### src/rtl/gpio_masked_port.sv
module gpio_masked_port #(
  parameter int ADDR_W = 12,
  parameter int NSYNC  = 2
) (
  input  logic              clk,
  input  logic              rst_n,
  input  logic              bus_en,
  input  logic              bus_wr,
  input  logic [ADDR_W-1:0] bus_addr,
  input  logic [7:0]        bus_wdata,
  output logic [7:0]        bus_rdata,
  input  logic [7:0]        pad_in,
  output logic [7:0]        pad_out,
  output logic [7:0]        pad_oe,
  output logic [7:0]        pin_sync
);
  localparam logic [ADDR_W-1:0] DIR_OFS = ADDR_W'('h400);

  logic [7:0] dir_q, val_q;
  logic [7:0] sync_q [NSYNC];
  logic       in_window, at_dir;
  logic [7:0] sel, live, upd;

  assign in_window = (bus_addr >> 10) == '0;
  assign at_dir    = bus_addr == DIR_OFS;
  assign sel       = bus_addr[9:2];
  assign upd       = sel & dir_q;

  always_ff @(posedge clk or negedge rst_n) begin
    if (!rst_n) begin
      dir_q <= '0;
      val_q <= '0;
    end else if (bus_en && bus_wr) begin
      if (at_dir)    dir_q <= bus_wdata;
      if (in_window) val_q <= (val_q & ~upd) | (bus_wdata & upd);
    end
  end

  genvar i;
  generate
    for (i = 0; i < NSYNC; i++) begin : g_sync
      always_ff @(posedge clk or negedge rst_n) begin
        if (!rst_n) sync_q[i] <= '0;
        else        sync_q[i] <= (i == 0) ? pad_in : sync_q[(i == 0) ? 0 : i-1];
      end
    end
  endgenerate

  assign pin_sync = sync_q[NSYNC-1];
  assign live     = (val_q & dir_q) | (pin_sync & ~dir_q);
  assign pad_oe   = dir_q;
  assign pad_out  = val_q & dir_q;

  always_comb begin
    bus_rdata = '0;
    if (bus_en && !bus_wr) begin
      if (in_window)   bus_rdata = live & sel;
      else if (at_dir) bus_rdata = dir_q;
    end
  end
endmodule


### config.mk
export PLATFORM = sky130hd
export DESIGN_NAME = gpio_masked_port
export DESIGN_NICKNAME = d
export VERILOG_FILES = /design/src/rtl/gpio_masked_port.sv
export SDC_FILE = /design/constraint.sdc
export NUM_CORES = 1
export LEC_CHECK = 0
export BUFFER_PORTS_ARGS = -buffer_cell sky130_fd_sc_hd__buf_2
export CORE_MARGIN = 8
export CORE_UTILIZATION = 39
export CTS_BUF_LIST = sky130_fd_sc_hd__clkbuf_4
export CTS_CLUSTER_SIZE = 30
export DETAILED_ROUTE_END_ITERATION = 16
export PLACE_DENSITY = 0.78
export SYNTH_ARGS = -nofsm -noshare
export SYNTH_HDL_FRONTEND = slang
export SYNTH_SLANG_ARGS = --single-unit
### constraint.sdc
create_clock -name clk -period 1.1 [get_ports clk]
set_clock_uncertainty 0.05 [all_clocks]
set_input_delay 0.165 -clock clk [delete_from_list [all_inputs] [get_ports clk]]
set_output_delay 0.165 -clock clk [all_outputs]
set_load 0.005 [all_outputs]
==> out/qor.yml, run 1 <==
outcome: "finished, violations left"
violations: "setup timing"
crit_path_max_incr_delay_ps: 440
drcViolationCount: 0
grt_antenna_before_repair: 0
seqPwrFrac_pct: 56.5
setup_viol: 37
vdd_drop_max_mv: 0.814
synth_compound_area_share_pct: 6.89
hpwl_um: 3140
clk_latency_ps: 330
ys_ff_latch: 32
yosys.area_share.simple_pct: 20.9
via_per_inst: 4.85
yosysSeqAreaShare_pct: 55.1
synth_top_family_by_area: "simple AND/OR/NAND/NOR gates"
clk_pin_slew_worst_paths_ps: 110
hold_viol: 0
drt.antenna.violating_nets: 0
tightestPinTransition_ps: 269
hold_start: "bus_wdata[6]"
root_buffer: "clkbuf_4"
p_comb_share_pct: 13.4
nFillCells: 275
swShare_pct: 25.5
final_area_um2: 2460
synth_cell_types: 17
period_share_pct: 140
coreArea_um2: 3630
drive_gt1_share_pct: 66.4
clock_sinks: 32
portBuffers: 63
cp.arrival_ps: 1320
synth_area_um2: 1450
worst-path-buf-inv: 1
placed_area_um2: 2070
netlist_instances: 114
cp_slowest_cell: "dfrtp_1"
cts_tree: "yes"
final-seq-area_um2: 801
synthMuxAreaShare_pct: 12.4
critical_path_required_ps: 880
pin_count: 64
startpoint: "pad_oe[2]"
rows: 22
gp_congestion: 0.841
fp.dieArea_um2: 5930
die_w_um: 77.0
initial_utilization_pct: 40.0
crit_family: "flip-flops"
maxSlewHeadroom_pct: 81.8
hp-class: "input pin to register"
wire_per_inst_um: 16.0
cp-end-kind: "output port"
grt_overflow_total: 0
synthAdderAreaFrac_pct: 0
grt_start_max_net_pins: 33
htreeDepth: 2
intPower_uw: 1610
maxSlewViolCount: 0
yosys_warnings: 0
max_freq_mhz: 650
dp_cells: 247
finalNetCount: 251
drt-total-wl_um: 4280
utilization_pct: 67.6
p_per_area_nw_per_um2: 877
vias: 1300
synth-xor-area-share_pct: 0
pwr-share-clk_pct: 30.1
synthesis.nets: 146
p_sw_uw: 550
critical_path.max_fanout: 4
multi_input_area_um2: 696
grt_pass1_wl_um: 6690
diodes: 0
r2r_start: "pad_oe[1]"
layout_setup_ws_ps: -437
cts_inserted_buffers: 5
fin_cells: 268
path_cells: "and2_4, o211ai_1, a21oi_2, buf_2"
die_h_um: 77.0
maxCapViolCount: 0
fin_crit_ps: 1540
first_pass_iters: 4
startpoint_type: "register"
synthToLayoutAreaGrowth_pct: 69.2
syn_avg_cell_area_um2: 12.7
p_leak_uw: 0.00120
grt_pass1_vias: 1391
clockBufferDepth: 2
drt_iter0_drc: 50
rsz0062_at_grt: "yes"
track_usage_pct: 13.8
critPathKind: "register to output port"
layer usage:
layer	share of wire (%)	up-vias	GRT usage, %
li1	-	625	-
met1	38	627	15.0
met2	53	42	24.0
met3	7.2	6	5.83
met4	1.1	0	3.40
met5	0	-	0
cell usage after synthesis (all sizes together):
library cell | count | area, um2
buf | 9 | 63.8
dfrtp | 32 | 801
nand4 | 9 | 71.3
nor2b | 8 | 50.1
nor4bb | 1 | 10.0
nand2b | 1 | 6.26
nor4b | 1 | 23.8
nor4 | 2 | 42.5
mux2 | 16 | 180
and2 | 9 | 56.3
clkbuf | 1 | 3.75
a21oi | 8 | 40.0
o211ai | 8 | 60.1
nand3 | 8 | 40.0
nor2 | 1 | 3.75
metrics by stage:
stage / hold WS [ps] / TNS, ps / setup WS (ps) / total power, uW
4_1_cts: 13.0 / -5620 / -435 / 2160
3_5_place_dp: 85.4 / -7260 / -376 / 1490
2_1_floorplan: -181 / -2800 / -230 / 1310
3_3_place_gp: 79.4 / -6980 / -345 / 1480
6_report: 25.3 / -6060 / -437 / 2160
5_1_grt: 19.2 / -7920 / -524 / 2250
area by class of cell:
cell class	instances	area share, %
tap	48	2.44
clock buffer	5	1.53
multi-input combinational	72	28.3
sequential	32	32.6
clock inverter	3	0.764
timing repair buffer	108	34.4
worst paths after layout:
| kind | end | slack [ps] | cells past startpoint |
|---|---|---|---|
| max | bus_rdata[2] | -440 | 4 |
| min | register | 30 | 2 |
| max reg2reg | register | -70 | 4 |
| min reg2reg | pin_sync[3] | 300 | 0 |
| max in group asynchronous | pin_sync[4] | 540 | 3 |
| min in group asynchronous | sync_q[8] | 280 | 3 |
power groups by stage:
stage / Combinational, uW / Clock [uW] / Sequential, uW
2_1_floorplan: 73.4 / 0 / 1240
3_5_place_dp: 246 / 0 / 1240
6_report: 289 / 650 / 1220
4_1_cts: 273 / 673 / 1220
5_1_grt: 315 / 718 / 1220
3_3_place_gp: 241 / 0 / 1240
repair_timing:
item	in CTS	in global routing
hold buffers	9	0
buffers inserted	1	7
hold endpoints to repair	40	0
endpoints found under the setup margin	37	45
resized for setup	28	21
pin swaps	20	1
cells in the final DEF, fill, tap and decap left out:
cell type	instances
a21oi_1	5
a21oi_2	3
and2_1	1
and2_4	8
buf_12	2
buf_2	49
buf_4	20
buf_6	27
buf_8	1
clkbuf_4	5
clkinv_1	1
clkinvlp_4	2
dfrtp_1	32
dlygate4sd3_1	9
mux2_2	9
mux2_4	7
nand2b_1	1
nand3_2	7
nand3_4	1
nand4_1	8
nand4_4	1
nor2_1	1
nor2b_1	8
nor4_4	2
nor4b_4	1
nor4bb_2	1
o211ai_1	8
logic make-up (layout without fill, tap and decap cells):
| kind of cell | after synthesis | count (layout) |
|---|---|---|
| AOI/OAI and AO/OA | 16 | 16 |
| buffers and inverters | 10 | 116 |
| DFF | 32 | 32 |
| muxes | 16 | 16 |
| and+or+nand+nor | 40 | 40 |
Note: power is estimated with default switching activity, not from simulation.
==> inputs of run 2 (changes only) <==
ABC_AREA = 1   (was default)
PLACE_DENSITY = 0.76   (was 0.78)
==> run 2 against run 1 <==
Area after synthesis up 7.8%. The run still ends with setup timing left. Final cell count up 32%. First-iteration DRC count up 150%. Critical path depth up 3.
==> out/qor.yml, run 2 <==
syn_avg_cell_area_um2: 8.33  # was 12.7 um2
root_buffer: "clkbuf_4"  # unchanged
grt_start_max_net_pins: 33  # unchanged
synth_edf_count: 0  # unchanged
vdd_drop_max_mv: 0.509  # was 0.814 mV
grt_overflow_total: 0  # unchanged
synthToLayoutAreaGrowth_pct: 61.2  # was 69.2%
wire_per_inst_um: 12.7  # was 16.0 um
yosys_warnings: 0  # unchanged
cp.arrival_ps: 1330  # was 1320 ps
rows: 23  # was 22
initial_utilization_pct: 39.7  # was 40.0%
dp_cells: 329  # was 247
async_reset_ff_share_pct: 100  # unchanged
diodes: 0  # unchanged
finalNetCount: 335  # was 251
maxSlewViolCount: 0  # unchanged
nFillCells: 330  # was 275
p_leak_uw: 0.00138  # was 0.00120 uW
clk_pin_slew_worst_paths_ps: 100  # was 110 ps
drt-total-wl_um: 4500  # was 4280 um
rsz0062_at_grt: "yes"  # unchanged
drcViolationCount: 0  # unchanged
final_cell_mix: "53 x nand2_1, 50 x buf_2, 36 x buf_4, 32 x dfrtp_1, 20 x buf_6"  # was 49 x buf_2, 32 x dfrtp_1, 27 x buf_6, 20 x buf_4
layout_setup_ws_ps: -443  # was -437 ps
clock_sinks: 32  # unchanged
yosysSeqAreaShare_pct: 51.1  # was 55.1%
cts_tree: "yes"  # unchanged
clockBufferDepth: 2  # unchanged
ys_ff_latch: 32  # unchanged
synth_cell_types: 18  # was 17
portBuffers: 63  # unchanged
violations: "setup timing"  # unchanged
yosys_most_used_dff: "dfrtp_1"  # unchanged
die_w_um: 79.4  # was 77.0 um
setup_viol: 24  # was 37
drt.antenna.violating_nets: 0  # unchanged
fin_cells: 354  # was 268
grt_antenna_before_repair: 0  # unchanged
startpoint_type: "register"  # unchanged
critical_path.max_fanout: 4  # unchanged
drive_gt1_share_pct: 47.4  # was 66.4%
layout_commonest_cell: "nand2_1"  # was buf_2
maxCapViolCount: 0  # unchanged
drt_iter0_drc: 123  # was 50
die_h_um: 79.4  # was 77.0 um
p_total_uw: 2220  # was 2160 uW
tightestPinTransition_ps: 245  # was 269 ps
critPathKind: "register to output port"  # unchanged
hpwl_um: 3250  # was 3140 um
htreeDepth: 2  # unchanged
synth_top_area_share_pct: 51.1  # was 55.1%
grt_pass1_wl_um: 7040  # was 6690 um
p_per_area_nw_per_um2: 880  # was 877 nW/um2
via_per_inst: 4.60  # was 4.85
period_share_pct: 140  # about the same
critical_path_required_ps: 880  # about the same
yosysTopAreaCell: "dfrtp_1"  # unchanged
maxSlewHeadroom_pct: 83.7  # was 81.8%
synth_area_leaders: "dfrtp_1 51%, nand2_1 14%, inv_1 6.5%"  # was dfrtp_1 55%, mux2_2 12%, buf_4 4.1%
netlist_instances: 188  # was 114
synthesis.nets: 220  # was 146
yosysMostFrequentCell: "nand2_1"  # was dfrtp_1
fin_crit_ps: 1540  # about the same
synth_common_cells: "57 x nand2_1, 32 x dfrtp_1, 27 x inv_1"  # was 32 x dfrtp_1, 16 x mux2_2, 9 x and2_1
coreArea_um2: 3940  # was 3630 um2
track_usage_pct: 14.3  # was 13.8%
synth_area_um2: 1570  # was 1450 um2
hp-class: "input pin to register"  # unchanged
gp_congestion: 0.789  # was 0.841
first_pass_iters: 5  # was 4
grt_pass1_vias: 1583  # was 1391
clk_latency_ps: 340  # was 330 ps
pin_count: 64  # unchanged
max_freq_mhz: 648  # was 650 MHz
fp.dieArea_um2: 6300  # was 5930 um2
outcome: "finished, violations left"  # unchanged
hold_viol: 0  # unchanged
cts_inserted_buffers: 5  # unchanged
cp-end-kind: "output port"  # unchanged
vias: 1628  # was 1300
==> run 2: cell types whose count changed in the layout (fill, tap and decap cells not counted), moves of 8 or more <==
cell / change
o21ai_1: +13
o211ai_1: -8
inv_1: +19
nand2_1: +53
nand3_1: +15
inv_2: +9
buf_4: +16
mux2_2: -9
nor2b_1: -8
and2_4: -8
==> run 2: layout make-up <==
type,instances,area [um2],area share (%)
repair buffers,118,886,35.1
multi-input cells,117,611,24.2
flip-flops and latches,32,801,31.7
clock buffers,7,52.6,2.08
inverters,29,109,4.31
clock inverters,1,3.75,0.149
well taps,50,62.6,2.48
==> run 2: logic make-up after synthesis <==
group	share of synthesized area, %
buffers and inverters	12.0
flip-flops	51.1
AND/OR/NAND/NOR	28.8
AO/OA/AOI/OAI	8.15
==> run 2: metrics by stage <==
step	setup TNS (ps)	hold slack, ps	area [um2]	util [%]	worst slack (ps)
after floorplan	-13.9	-181	1570	-	-6.96
after global placement	-3070	81.3	2180	55.2	-205
after detailed placement	-3400	84.4	2180	55.2	-240
after CTS	-5590	2.91	2420	61.5	-443
after global routing	-7720	11.3	2520	64.0	-537
final	-6010	14.1	2520	64.0	-443
==> run 2: timing repair <==
action / CTS / global route
setup endpoints to repair: 24 / 30
cloned: 0 / 0
resized for setup: 29 / 18
hold endpoints to repair: 41 / 0
buffers inserted: 11 / 8
hold buffers: 10 / 0
pin swaps: 21 / 9
==> run 2: layer usage <==
layer / up-vias / wire length [um] / GRT usage (%)
met4: 0 / 69 / 6.85
met5: - / 0 / 0
li1: 822 / - / -
met2: 55 / 2110 / 23.0
met3: 8 / 390 / 5.97
met1: 743 / 1940 / 16.0
==> run 2: worst max-delay path: stages, from the launching register on <==
cell and delay [ps]:
dfrtp_1 430, nand2_1 90, o21ai_1 80, nand2_1 70, nand2_1 50, nand2_1 60, a21oi_2 90, buf_2 120
==> run 2: power by group <==
group	internal, uW	total (uW)	switching, uW
combinational	156	310	154
sequential	1210	1220	10.7
clock	295	695	400
==> run 2: final timing paths <==
path	slack, ps	endpoint	startpoint	cells after the start
max in group asynchronous	540	pin_sync[5]	rst_n	3
min in group asynchronous	280	pad_oe[3]	rst_n	3
worst max register to register	90	register	pad_oe[7]	5
worst max-delay path	-440	bus_rdata[3]	pad_oe[3]	7
worst min register to register	300	pin_sync[5]	sync_q[13]	0
worst min-delay path	10	register	bus_wdata[1]	3
